`config.mk`:
```
export PLATFORM = sky130hd
export DESIGN_NAME = lpr_timer
export DESIGN_NICKNAME = d
export VERILOG_FILES = /design/src/rtl/lpr_pkg.sv /design/src/rtl/lpr_sync.sv /design/src/rtl/lpr_prescale.sv /design/src/rtl/lpr_ctrl.sv /design/src/rtl/lpr_timer.sv
export SDC_FILE = /design/constraint.sdc
export NUM_CORES = 1
export LEC_CHECK = 0
export ABC_AREA = 1
export BUFFER_PORTS_ARGS = -buffer_cell sky130_fd_sc_hd__buf_2
export CAP_MARGIN = 15
export CORE_AREA = 2 2 59 61
export DETAILED_ROUTE_END_ITERATION = 8
export DIE_AREA = 0 0 61 63
export GPL_ROUTABILITY_DRIVEN = 1
export PLACE_DENSITY_LB_ADDON = 0.15
export SKIP_LAST_GASP = 1
export SYNTH_ARGS = -nofsm -noshare
export SYNTH_HDL_FRONTEND = slang
export SYNTH_SLANG_ARGS = --single-unit
```
`constraint.sdc`:
```
create_clock -name clk -period 1.7 [get_ports clk]
set_clock_uncertainty 0.05 [all_clocks]
set_input_delay 0.17 -clock clk [delete_from_list [all_inputs] [get_ports clk]]
set_output_delay 0.17 -clock clk [all_outputs]
set_load 0.02 [all_outputs]
```
`src/rtl/lpr_pkg.sv`:
```
package lpr_pkg;
  typedef enum logic [1:0] {
    ST_ARMED = 2'd0,
    ST_PULSE = 2'd1,
    ST_WAIT  = 2'd2
  } lpr_state_e;
endpackage

```
`src/rtl/lpr_sync.sv`:
```
module lpr_sync #(
  parameter int W      = 2,
  parameter int STAGES = 2
) (
  input  logic         clk,
  input  logic         rst,
  input  logic [W-1:0] d,
  output logic [W-1:0] q
);
  genvar gi;
  generate
    for (gi = 0; gi < W; gi++) begin : g_bit
      logic [STAGES-1:0] chain;
      always_ff @(posedge clk) begin
        if (rst) chain <= '1;
        else     chain <= {chain[STAGES-2:0], d[gi]};
      end
      assign q[gi] = chain[STAGES-1];
    end
  endgenerate
endmodule

```
`src/rtl/lpr_prescale.sv`:
```
module lpr_prescale #(
  parameter int TICK_CYC = 10000,
  localparam int PRE_W   = (TICK_CYC > 1) ? $clog2(TICK_CYC) : 1
) (
  input  logic clk,
  input  logic rst,
  input  logic clr,
  input  logic en,
  output logic tick
);
  logic [PRE_W-1:0] cnt;
  logic             at_end;

  assign at_end = (cnt == PRE_W'(TICK_CYC - 1));
  assign tick   = en && at_end;

  always_ff @(posedge clk) begin
    if (rst || clr)  cnt <= '0;
    else if (en) begin
      if (at_end) cnt <= '0;
      else        cnt <= cnt + 1'b1;
    end
  end
endmodule

```
`src/rtl/lpr_ctrl.sv`:
```
module lpr_ctrl
  import lpr_pkg::*;
#(
  parameter int HOLD_T0     = 60,
  parameter int HOLD_T1     = 75,
  parameter int HOLD_T2     = 90,
  parameter int HOLD_T3     = 120,
  parameter int PULSE_TICKS = 8,
  parameter int MAIN_W      = 7
) (
  input  logic       clk,
  input  logic       rst,
  input  logic       both_low,
  input  logic [1:0] hold_sel,
  input  logic       tick,
  output logic       pre_clr,
  output logic       pre_en,
  output logic       rst_n_o,
  output logic       rst_o
);
  lpr_state_e        st, st_nxt;
  logic [MAIN_W-1:0] mcnt, mcnt_nxt;
  logic [MAIN_W-1:0] hold_last;

  always_comb begin
    unique case (hold_sel)
      2'd0:    hold_last = MAIN_W'(HOLD_T0 - 1);
      2'd1:    hold_last = MAIN_W'(HOLD_T1 - 1);
      2'd2:    hold_last = MAIN_W'(HOLD_T2 - 1);
      default: hold_last = MAIN_W'(HOLD_T3 - 1);
    endcase
  end

  assign pre_en  = (st == ST_PULSE) || (st == ST_ARMED && both_low);
  assign pre_clr = (st == ST_WAIT)  || (st == ST_ARMED && !both_low);

  always_comb begin
    st_nxt   = st;
    mcnt_nxt = mcnt;
    unique case (st)
      ST_ARMED: begin
        if (!both_low) mcnt_nxt = '0;
        else if (tick) begin
          if (mcnt == hold_last) begin
            st_nxt   = ST_PULSE;
            mcnt_nxt = '0;
          end else begin
            mcnt_nxt = mcnt + 1'b1;
          end
        end
      end
      ST_PULSE: begin
        if (tick) begin
          if (mcnt == MAIN_W'(PULSE_TICKS - 1)) begin
            st_nxt   = ST_WAIT;
            mcnt_nxt = '0;
          end else begin
            mcnt_nxt = mcnt + 1'b1;
          end
        end
      end
      default: begin
        mcnt_nxt = '0;
        if (!both_low) st_nxt = ST_ARMED;
      end
    endcase
  end

  always_ff @(posedge clk) begin
    if (rst) begin
      st      <= ST_ARMED;
      mcnt    <= '0;
      rst_n_o <= 1'b1;
      rst_o   <= 1'b0;
    end else begin
      st      <= st_nxt;
      mcnt    <= mcnt_nxt;
      rst_n_o <= (st_nxt != ST_PULSE);
      rst_o   <= (st_nxt == ST_PULSE);
    end
  end
endmodule

```
`src/rtl/lpr_timer.sv`:
```
module lpr_timer #(
  parameter int CLK_HZ        = 200000,
  parameter int TICKS_PER_SEC = 20,
  parameter int HOLD_T0       = 60,
  parameter int HOLD_T1       = 75,
  parameter int HOLD_T2       = 90,
  parameter int HOLD_T3       = 120,
  parameter int PULSE_TICKS   = 8,
  parameter int SYNC_STAGES   = 2
) (
  input  logic       clk,
  input  logic       rst,
  input  logic       btn_a_n,
  input  logic       btn_b_n,
  input  logic [1:0] hold_sel,
  output logic       rst_n_o,
  output logic       rst_o
);
  localparam int TICK_CYC = CLK_HZ / TICKS_PER_SEC;
  localparam int MAX_A    = (HOLD_T0 > HOLD_T1) ? HOLD_T0 : HOLD_T1;
  localparam int MAX_B    = (HOLD_T2 > HOLD_T3) ? HOLD_T2 : HOLD_T3;
  localparam int MAX_C    = (MAX_A > MAX_B) ? MAX_A : MAX_B;
  localparam int MAX_T    = (MAX_C > PULSE_TICKS) ? MAX_C : PULSE_TICKS;
  localparam int MAIN_W   = $clog2(MAX_T + 1);

  logic [1:0] btn_s;
  logic       both_low;
  logic       tick, pre_clr, pre_en;

  lpr_sync #(.W(2), .STAGES(SYNC_STAGES)) u_sync (
    .clk(clk), .rst(rst), .d({btn_b_n, btn_a_n}), .q(btn_s)
  );

  assign both_low = (btn_s == 2'b00);

  lpr_prescale #(.TICK_CYC(TICK_CYC)) u_pre (
    .clk(clk), .rst(rst), .clr(pre_clr), .en(pre_en), .tick(tick)
  );

  lpr_ctrl #(
    .HOLD_T0(HOLD_T0), .HOLD_T1(HOLD_T1), .HOLD_T2(HOLD_T2), .HOLD_T3(HOLD_T3),
    .PULSE_TICKS(PULSE_TICKS), .MAIN_W(MAIN_W)
  ) u_ctrl (
    .clk(clk), .rst(rst), .both_low(both_low), .hold_sel(hold_sel),
    .tick(tick), .pre_clr(pre_clr), .pre_en(pre_en),
    .rst_n_o(rst_n_o), .rst_o(rst_o)
  );
endmodule

```
==> impl_metrics.json, run 1 <==
{
  "power_mw": 1.13,
  "post_drt_wl_per_cell_um": 10.4,
  "clk_pin_slew_ns": 0.09,
  "cts_made_buffers": 5,
  "post-dp-hpwl_um": 2680,
  "grt_pass1_vias": 1448,
  "vias_per_cell": 4.85,
  "yosys.area.top_type": "dfxtp_1",
  "antenna_left": 0,
  "hold_depth": 2,
  "grt_max_degree": 13,
  "post-route-period-util_pct": 94.8,
  "grt_pass1_wl_um": 5940,
  "syn_to_final_growth_pct": 15.7,
  "setup_viol": 0,
  "synth_seq_cells": 29,
  "cts_buffer_depth": 2,
  "p_per_area_nw_per_um2": 580,
  "hold_slack_ns": 0.0467,
  "seq_area_um2": 583,
  "grt.overflow.total": 0,
  "yosys-top-cells-area": "dfxtp_1 35%, nand2_1 13%, nor2_1 8.7%",
  "num-fill-cells": 322,
  "worst_setup_path_start_kind": "flip-flop",
  "report.final.slew_viol_count": 0,
  "design_area_um2": 1940,
  "synthesis.area_um2": 1680,
  "hold_class": "input port to flip-flop",
  "cts_tree": "done",
  "p_clk_share_pct": 35.3,
  "cts.sinks": 29,
  "crit_arrival_ns": 1.79,
  "clk_latency_ns": 0.33,
  "gp_congestion": 0.854,
  "peakVddDrop_mv": 0.525,
  "htreeDepth": 2,
  "antenna_found_initial": 0,
  "syn_area_per_cell_um2": 6.59,
  "root_buffer": "clkbuf_4",
  "firstDrtPassIters": 4,
  "power.switching_mw": 0.266,
  "met3_usage_pct": 5.80,
  "num_vias": 1596,
  "hold_path_startpoint": "rst",
  "endpoint_kind": "flip-flop",
  "power.internal_mw": 0.861,
  "timing.rr.end": "u_ctrl.mcnt[4]",
  "die_h_um": 63,
  "pwr-share-seq_pct": 60.7,
  "crit_type": "flip-flop to flip-flop",
  "outcome": "finished clean",
  "layout-drive-gt1-share_pct": 18.0,
  "syn_nets": 267,
  "power_leakage_nw": 0.841,
  "port_buffers": 7,
  "initial_utilization_pct": 52.0,
  "yosysWarnings": 0,
  "worst_pin_slew_ns": 0.315,
  "grtUsageMet2_pct": 29.2,
  "swShare_pct": 23.6,
  "top_usage_layer": "met2",
  "reg2reg_from": "u_pre.cnt[1]",
  "comb_power_share_pct": 4.0,
  "post-route-drc-count": 0,
  "grt_use_met1_pct": 28.6,
  "cap_violations": 0,
  "period_minus_slack_ns": 1.61,
  "rsz0062_at_grt": "true",
  "slew_headroom_pct": 78.8,
  "synth.distinct_cells": 26,
  "core_um2": 3230,
  "path_max_fanout": 12,
  "r2r_cells": 10,
  "insertedDiodeCount": 0,
  "nets": 294,
  "whs_endpoint": "u_ctrl.st[1]",
  "syn_inst": 255,
  "rrSetupSlack_ns": 0.09,
  "row_count": 21,
  "yosysTopAreaCellShare_pct": 34.5,
  "place_area_um2": 1840,
  "wirelength_um": 3430,
  "worstPathRequired_ns": 1.88,
  "hold_viol": 0,
  "pin_count": 8,
  "die_w_um": 61,
  "yosysSeqAreaShare_pct": 34.5,
  "grt.total_usage_pct": 20.4,
  "die_area_um2": 3840,
  "dr.first_iter.drc_count": 67,
  "fmax_mhz": 620,
  "multi_input_area_um2": 950
}
[critical path, cell delays in order (launching register included)]
cell	delay [ns]
dfxtp_2	0.35
ha_2	0.19
nand2_1	0.11
nor2_4	0.11
nand2_2	0.07
nor2_4	0.13
inv_2	0.09
nand2_8	0.10
o211ai_1	0.13
nand2_2	0.14
nor2_1	0.05
[sequential cells by signal, indices dropped and copies added, names as in the netlist]
| signal | cells |
|---|---|
| u_ctrl.st | 2 |
| u_ctrl.rst_o | 1 |
| u_ctrl.mcnt | 7 |
| u_ctrl.rst_n_o | 1 |
| u_pre.cnt | 14 |
| u_sync.g_bit.chain | 4 |
[layer usage]
layer | vias to the layer above | routed length (um)
li1 | 864 | -
met1 | 697 | 1750
met2 | 28 | 1440
met3 | 7 | 167
met4 | 0 | 67
met5 | - | 0
[final cells by class]
class / count / share of cell area, %
Inverter: 40 / 7.72
Sequential cell: 29 / 30.0
Clock buffer: 6 / 2.12
Multi-Input combinational cell: 184 / 48.8
Clock inverter: 2 / 0.515
Tap cell: 46 / 2.96
Timing Repair Buffer: 22 / 7.85
[synthesized netlist by cell type, drive strengths merged]
master and instances:
a21oi 12, and3 1, buf 2, dfxtp 29
ha 6, inv 40, nand2 64, nand3 20
nand4 10, nor2 43, nor3 9, nor4 1
o211ai 1, o21ai 5, o21bai 1, or2 4
xnor2 2, xor2 5
[cells in the final DEF (no fill, tap or decap), drive strengths merged, types with 2 or more instances in the layout]
cell         Yosys  routed
ha               6       6
o21ai            5       5
nor3             9       9
dfxtp           29      29
nand2           64      64
buf              2      20
nor2            43      43
dlygate4sd3      0       2
xnor2            2       2
clkinv           0       2
inv             40      40
clkbuf           0       6
xor2             5       5
or2              4       4
nand3           20      20
a21oi           12      12
nand4           10      10
[power groups by stage]
stage | sequential (mW) | clock [mW] | combinational (mW)
3_5_place_dp | 0.700 | 0 | 0.0407
4_1_cts | 0.685 | 0.414 | 0.0447
2_1_floorplan | 0.700 | 0 | 0.0277
3_3_place_gp | 0.700 | 0 | 0.0399
6_report | 0.685 | 0.398 | 0.0448
5_1_grt | 0.686 | 0.451 | 0.0508
[worst max path at each step]
stage,start,endpoint,slack [ns]
floorplan,u_pre.cnt[0],u_ctrl.mcnt[5],0.13
global placement,u_pre.cnt[1],u_ctrl.mcnt[0],0.08
detailed placement,u_pre.cnt[1],u_ctrl.mcnt[4],0.008
CTS,u_pre.cnt[1],u_ctrl.mcnt[4],0.03
global route,u_pre.cnt[1],u_ctrl.mcnt[5],-0.02
finish,u_pre.cnt[1],u_ctrl.mcnt[4],0.09
[logic make-up after synthesis]
| family | after synthesis | synth area share (%) |
|---|---|---|
| compound gates | 19 | 6.18 |
| xor+xnor | 7 | 3.65 |
| fa+ha+maj | 6 | 4.47 |
| buf+inv | 42 | 10.1 |
| flops | 29 | 34.5 |
| simple gates | 152 | 41.0 |
[through the flow]
step / TNS [ns] / worst slack [ns] / utilization [%] / cells
final: 0 / 0.0879 / 60.2 / 329
after global routing: -0.0289 / -0.0163 / 60.2 / 329
after CTS: 0 / 0.0322 / 59.1 / 327
after detailed placement: 0 / 0.00783 / 56.8 / 317
after global placement: 0 / 0.0778 / 56.8 / 317
after floorplan: 0 / 0.132 / - / 255
[timing repair]
action,4_1_cts,5_1_grt
setup endpoints to repair,1,13
resized for setup,1,7
pin swaps,0,2
endpoints found under the hold margin,2,0
hold buffers,2,0
buffers inserted,0,2
(Power assumes the default switching activity.)
==> run 2, diff against run 1 <==
Settings changed: PLACE_DENSITY set to 0.73, PLACE_DENSITY_LB_ADDON 0.15 to not set.
Clock period 1.7 ns to 1.3 ns, I/O delays scaled along.
==> impl_metrics.json, run 2 (synthesized netlist as in run 1, its figures left out) <==
{
  "outcome": "finished, violations left",
  "seq_area_um2": 592,
  "grt.overflow.total": 0,
  "vias_per_cell": 5.12,
  "power_mw": 1.52,
  "worstPathRequired_ns": 1.50,
  "rsz0062_at_grt": "true",
  "clk_pin_slew_ns": 0.09,
  "p_per_area_nw_per_um2": 602,
  "multi_input_area_um2": 1110,
  "fmax_mhz": 618,
  "peakVddDrop_mv": 0.706,
  "hold_class": "flip-flop to flip-flop",
  "reg_top3": "u_pre.cnt (14), u_ctrl.mcnt (7), u_sync.g_bit.chain (4)",
  "initial_utilization_pct": 52.0,
  "cap_violations": 0,
  "final_cell_mix": "55 x buf_4, 50 x nand2_1, 31 x inv_1",
  "largest_reg_flops": 14,
  "nets": 344,
  "post_drt_wl_per_cell_um": 13.2,
  "layout_commonest_cell": "buf_4",
  "setup_viol": 23,
  "worst_pin_slew_ns": 0.297,
  "htreeDepth": 2,
  "clk_latency_ns": 0.34,
  "die_h_um": 63,
  "num_vias": 1942,
  "post-dp-hpwl_um": 3090,
  "final_util_pct": 78.2,
  "period_minus_slack_ns": 1.62,
  "die_w_um": 61,
  "wirelength_um": 5000,
  "root_buffer": "clkbuf_4",
  "gp_congestion": 0.862,
  "report.final.slew_viol_count": 0,
  "largest_register": "u_pre.cnt",
  "violations": "negative setup slack",
  "post-route-drc-count": 0,
  "crit_arrival_ns": 1.82,
  "design_area_um2": 2530,
  "syn_to_final_growth_pct": 50.3,
  "grt_pass1_vias": 1757,
  "firstDrtPassIters": 5,
  "hold_viol": 0,
  "insertedDiodeCount": 0,
  "dr.first_iter.drc_count": 135,
  "dp_slack_ns": -0.264,
  "row_count": 21,
  "cts_made_buffers": 5,
  "layout-drive-gt1-share_pct": 42.9,
  "fin_ws_ns": -0.319,
  "antenna_found_initial": 0,
  "die_area_um2": 3840,
  "port_buffers": 7,
  "worst_setup_path_start_kind": "flip-flop",
  "place_area_um2": 2160,
  "pin_count": 8,
  "tns_ns": -4.10,
  "endpoint_kind": "flip-flop",
  "post-route-period-util_pct": 125,
  "grt_max_degree": 11,
  "crit_type": "flip-flop to flip-flop",
  "cts_buffer_depth": 2,
  "cts_tree": "done",
  "grt.total_usage_pct": 25.8,
  "slew_headroom_pct": 80.1,
  "antenna_left": 0,
  "num-fill-cells": 227,
  "cts.sinks": 29,
  "path_max_fanout": 8,
  "power_leakage_nw": 1.13,
  "grt_pass1_wl_um": 7510,
  "core_um2": 3230
}
-- run 2: report_power, final --
part           leakage (nW)  switching (mW)  internal, mW  total [mW]
clock                0.0310           0.344         0.203       0.547
combinational         0.858          0.0381        0.0401      0.0782
sequential            0.238         0.00305         0.894       0.897
total                  1.13           0.385          1.14        1.52
-- run 2: final cells by class --
type | count | area share [%]
tap | 46 | 2.28
clock inverter | 3 | 0.693
sequential | 29 | 23.4
clock buffer | 5 | 1.49
timing repair buffer | 72 | 22.0
multi-input combinational | 184 | 43.9
inverter | 40 | 6.19
-- run 2: routing by layer --
layer | wire [um] | share of wire, % | vias to the layer above | GRT usage (%)
li1 | - | - | 963 | -
met1 | 2190 | 44 | 886 | 34.4
met2 | 2340 | 47 | 73 | 40.1
met3 | 308 | 6.2 | 20 | 5.38
met4 | 166 | 3.3 | 0 | 9.78
met5 | 0 | 0 | - | 0
-- run 2: final timing paths --
| kind | from | to | slack, ns | depth (start not counted) |
|---|---|---|---|---|
| setup / recovery | u_pre.cnt[0] | u_ctrl.mcnt[1] | -0.32 | 11 |
| hold / removal | u_sync.g_bit[1].chain[0] | u_sync.g_bit[1].chain[1] | 0.38 | 1 |
| setup reg to reg | u_pre.cnt[0] | u_ctrl.mcnt[1] | -0.32 | 11 |
| hold reg to reg | u_sync.g_bit[1].chain[0] | u_sync.g_bit[1].chain[1] | 0.38 | 1 |
-- run 2: worst max-delay path: stages, from the launching register on --
cell,delay [ns]
dfxtp_2,0.37
ha_4,0.15
nand2_4,0.06
nor2_4,0.10
nand2_2,0.09
nor2_4,0.13
inv_2,0.07
nand2_4,0.10
o211ai_1,0.15
buf_4,0.17
nand2_2,0.05
inv_1,0.03
-- run 2: what timing repair did --
item                       CTS  global route
hold buffers                 3             0
buffers inserted             5             7
pin swaps                   15            13
setup endpoints to repair   24            25
hold endpoints to repair     3             0
resized for setup           19            42
-- run 2: per-stage QoR --
step           hold WS, ns  std cells
2_1_floorplan        0.149        255
3_3_place_gp         0.264        357
3_5_place_dp         0.266        357
4_1_cts              0.378        373
5_1_grt              0.388        379
6_report             0.377        379
==> run 3, diff against run 2 <==
Settings changed: ABC_AREA 1 to not set, CORE_AREA 2 2 59 61 to 2 2 57 59, DIE_AREA 0 0 61 63 to 0 0 59 61, PLACE_DENSITY 0.73 to 0.72.
==> impl_metrics.json, run 3 <==
{
  "firstDrtPassIters": 4,
  "worst_pin_slew_ns": 0.381,
  "layout-drive-gt1-share_pct": 39.8,
  "synth_edf_count": 0,
  "row_count": 20,
  "outcome": "finished, violations left",
  "antenna_found_initial": 0,
  "hold_viol": 0,
  "yosys-top-cells-area": "dfxtp_1 38%, xnor2_1 9.7%, nor2_1 6.6%",
  "grt.overflow.total": 0,
  "grt_max_degree": 13,
  "peakVddDrop_mv": 0.839,
  "cp-startpoint": "u_pre.cnt[5]",
  "clk_pin_slew_ns": 0.11,
  "synth.most_common_cell": "dfxtp_1",
  "antenna_left": 0,
  "report.final.slew_viol_count": 0,
  "clk_latency_ns": 0.34,
  "period_minus_slack_ns": 2.03,
  "initial_utilization_pct": 51.7,
  "vias_per_cell": 5.59,
  "worst_setup_path_start_kind": "flip-flop",
  "place_area_um2": 2000,
  "num_vias": 1561,
  "dp.cells": 264,
  "synth.distinct_cells": 47,
  "wirelength_um": 4150,
  "syn_area_per_cell_um2": 8.68,
  "die_h_um": 61,
  "synth_ff_type": "dfxtp_1",
  "synth_common_cells": "29 x dfxtp_1, 27 x nor2_1, 17 x xnor2_1",
  "pin_count": 8,
  "dr.first_iter.drc_count": 64,
  "cts.sinks": 29,
  "post-route-period-util_pct": 156,
  "path_max_fanout": 5,
  "stdcell_count": 279,
  "die_w_um": 59,
  "synthArstFlopShare_pct": 0,
  "yosysSeqAreaShare_pct": 38.0,
  "die_area_um2": 3600,
  "syn_nets": 188,
  "post-route-drc-count": 0,
  "power_leakage_nw": 0.839,
  "syn_to_final_growth_pct": 44.0,
  "final_cell_mix": "53 x buf_4, 27 x nor2_1, 26 x dfxtp_1",
  "grt_pass1_wl_um": 6500,
  "slew_headroom_pct": 74.3,
  "dp_slack_ns": -0.880,
  "largest_register": "u_pre.cnt",
  "design_area_um2": 2200,
  "endpoint_kind": "flip-flop",
  "hold_slack_ns": 0.0357,
  "syn_inst": 176,
  "worstPathRequired_ns": 1.51,
  "rsz0062_at_grt": "true",
  "grt.total_usage_pct": 24.3,
  "post-dp-hpwl_um": 2780,
  "cts_tree": "done",
  "hold_path_startpoint": "rst",
  "insertedDiodeCount": 0,
  "reg2reg_from": "u_pre.cnt[5]",
  "gp_congestion": 0.878,
  "cts_buffer_depth": 2,
  "hold_class": "input port to flip-flop",
  "grt_pass1_vias": 1461,
  "fmax_mhz": 493,
  "yosysWarnings": 0,
  "nets": 257,
  "power_mw": 1.74,
  "layout_commonest_cell": "buf_4",
  "path_cells": "or4b_4 > nor4_4 > buf_4 > nor2_4 > a211o_4 > o41ai_2",
  "largest_reg_flops": 14,
  "fin_ws_ns": -0.729,
  "cap_violations": 0,
  "htreeDepth": 2,
  "violations": "negative setup slack",
  "critical_path.max_stage_delay_ns": 0.55,
  "port_buffers": 7,
  "setup_viol": 25,
  "root_buffer": "clkbuf_4",
  "crit_type": "flip-flop to flip-flop",
  "yosysTopAreaCellShare_pct": 38.0,
  "p_per_area_nw_per_um2": 793,
  "synth_seq_cells": 29,
  "yosys.area.top_type": "dfxtp_1",
  "synthesis.area_um2": 1530,
  "cp_slowest_cell": "or4b_4",
  "cts_made_buffers": 5,
  "crit_family": "simple AND/OR/NAND/NOR gates",
  "crit_arrival_ns": 2.24,
  "core_um2": 2950,
  "cp_num_buf_inv": 1,
  "post_drt_wl_per_cell_um": 14.9,
  "reg_top3": "u_pre.cnt (14), u_ctrl.mcnt (7), u_sync.g_bit.chain (4)"
}
run 3: cell types whose count changed after synthesis, moves of 5 or more:
cell,previous run,this run
a21oi_1,12,5
inv_1,37,10
nand2_1,59,12
nand3_1,19,10
nand4_1,10,2
nor2_1,39,27
xnor2_1,2,17
xor2_1,5,0
run 3: kinds of logic after synthesis:
kind of cell | share of synthesized area (%)
and+or+nand+nor | 28.5
AOI/OAI and AO/OA | 15.3
DFF | 38.0
xor gates and xnor gates | 9.75
buffers and inverters | 3.52
adders and majority gates | 4.91
run 3: final timing paths:
path / end / slack [ns] / cells past startpoint
max: u_ctrl.mcnt[5] / -0.73 / 6
min: u_ctrl.mcnt[1] / 0.04 / 2
max reg2reg: u_ctrl.mcnt[5] / -0.73 / 6
min reg2reg: u_sync.g_bit[1].chain[1] / 0.37 / 1
run 3: final cells by class:
cell class	instances	area [um^2]
Timing Repair Buffer	64	484
Clock buffer	5	37.5
Fill cell	211	753
Inverter	10	37.5
Tap cell	33	41.3
Multi-Input combinational cell	135	968
Clock inverter	3	46.3
Sequential cell	29	584
run 3: repair_timing:
item	4_1_cts	5_1_grt
endpoints found under the setup margin	25	25
hold buffers	2	0
setup buffers	3	2
pin swaps	5	3
endpoints found under the hold margin	2	0
cloned	1	0
resized for setup	11	5
run 3: metrics by stage:
step                util, %  setup TNS [ns]
floorplan                 -          -15.06
global placement       67.8          -15.17
detailed placement     67.8          -16.27
CTS                    73.2          -15.68
global route           74.5          -17.95
finish                 74.5          -16.13
run 3: routing by layer:
metal  track usage, %  vias to the layer above  share of wire [%]
li1                 -                      765                  -
met1             29.8                      731                 44
met2             40.0                       49                 49
met3             7.25                       16                4.0
met4             9.74                        0                2.8
met5                0                        -                  0
run 3: power breakdown:
group / internal, mW / switching (mW)
Sequential: 0.894 / 0.00230
Clock: 0.407 / 0.364
Combinational: 0.0393 / 0.0370
Total: 1.34 / 0.404
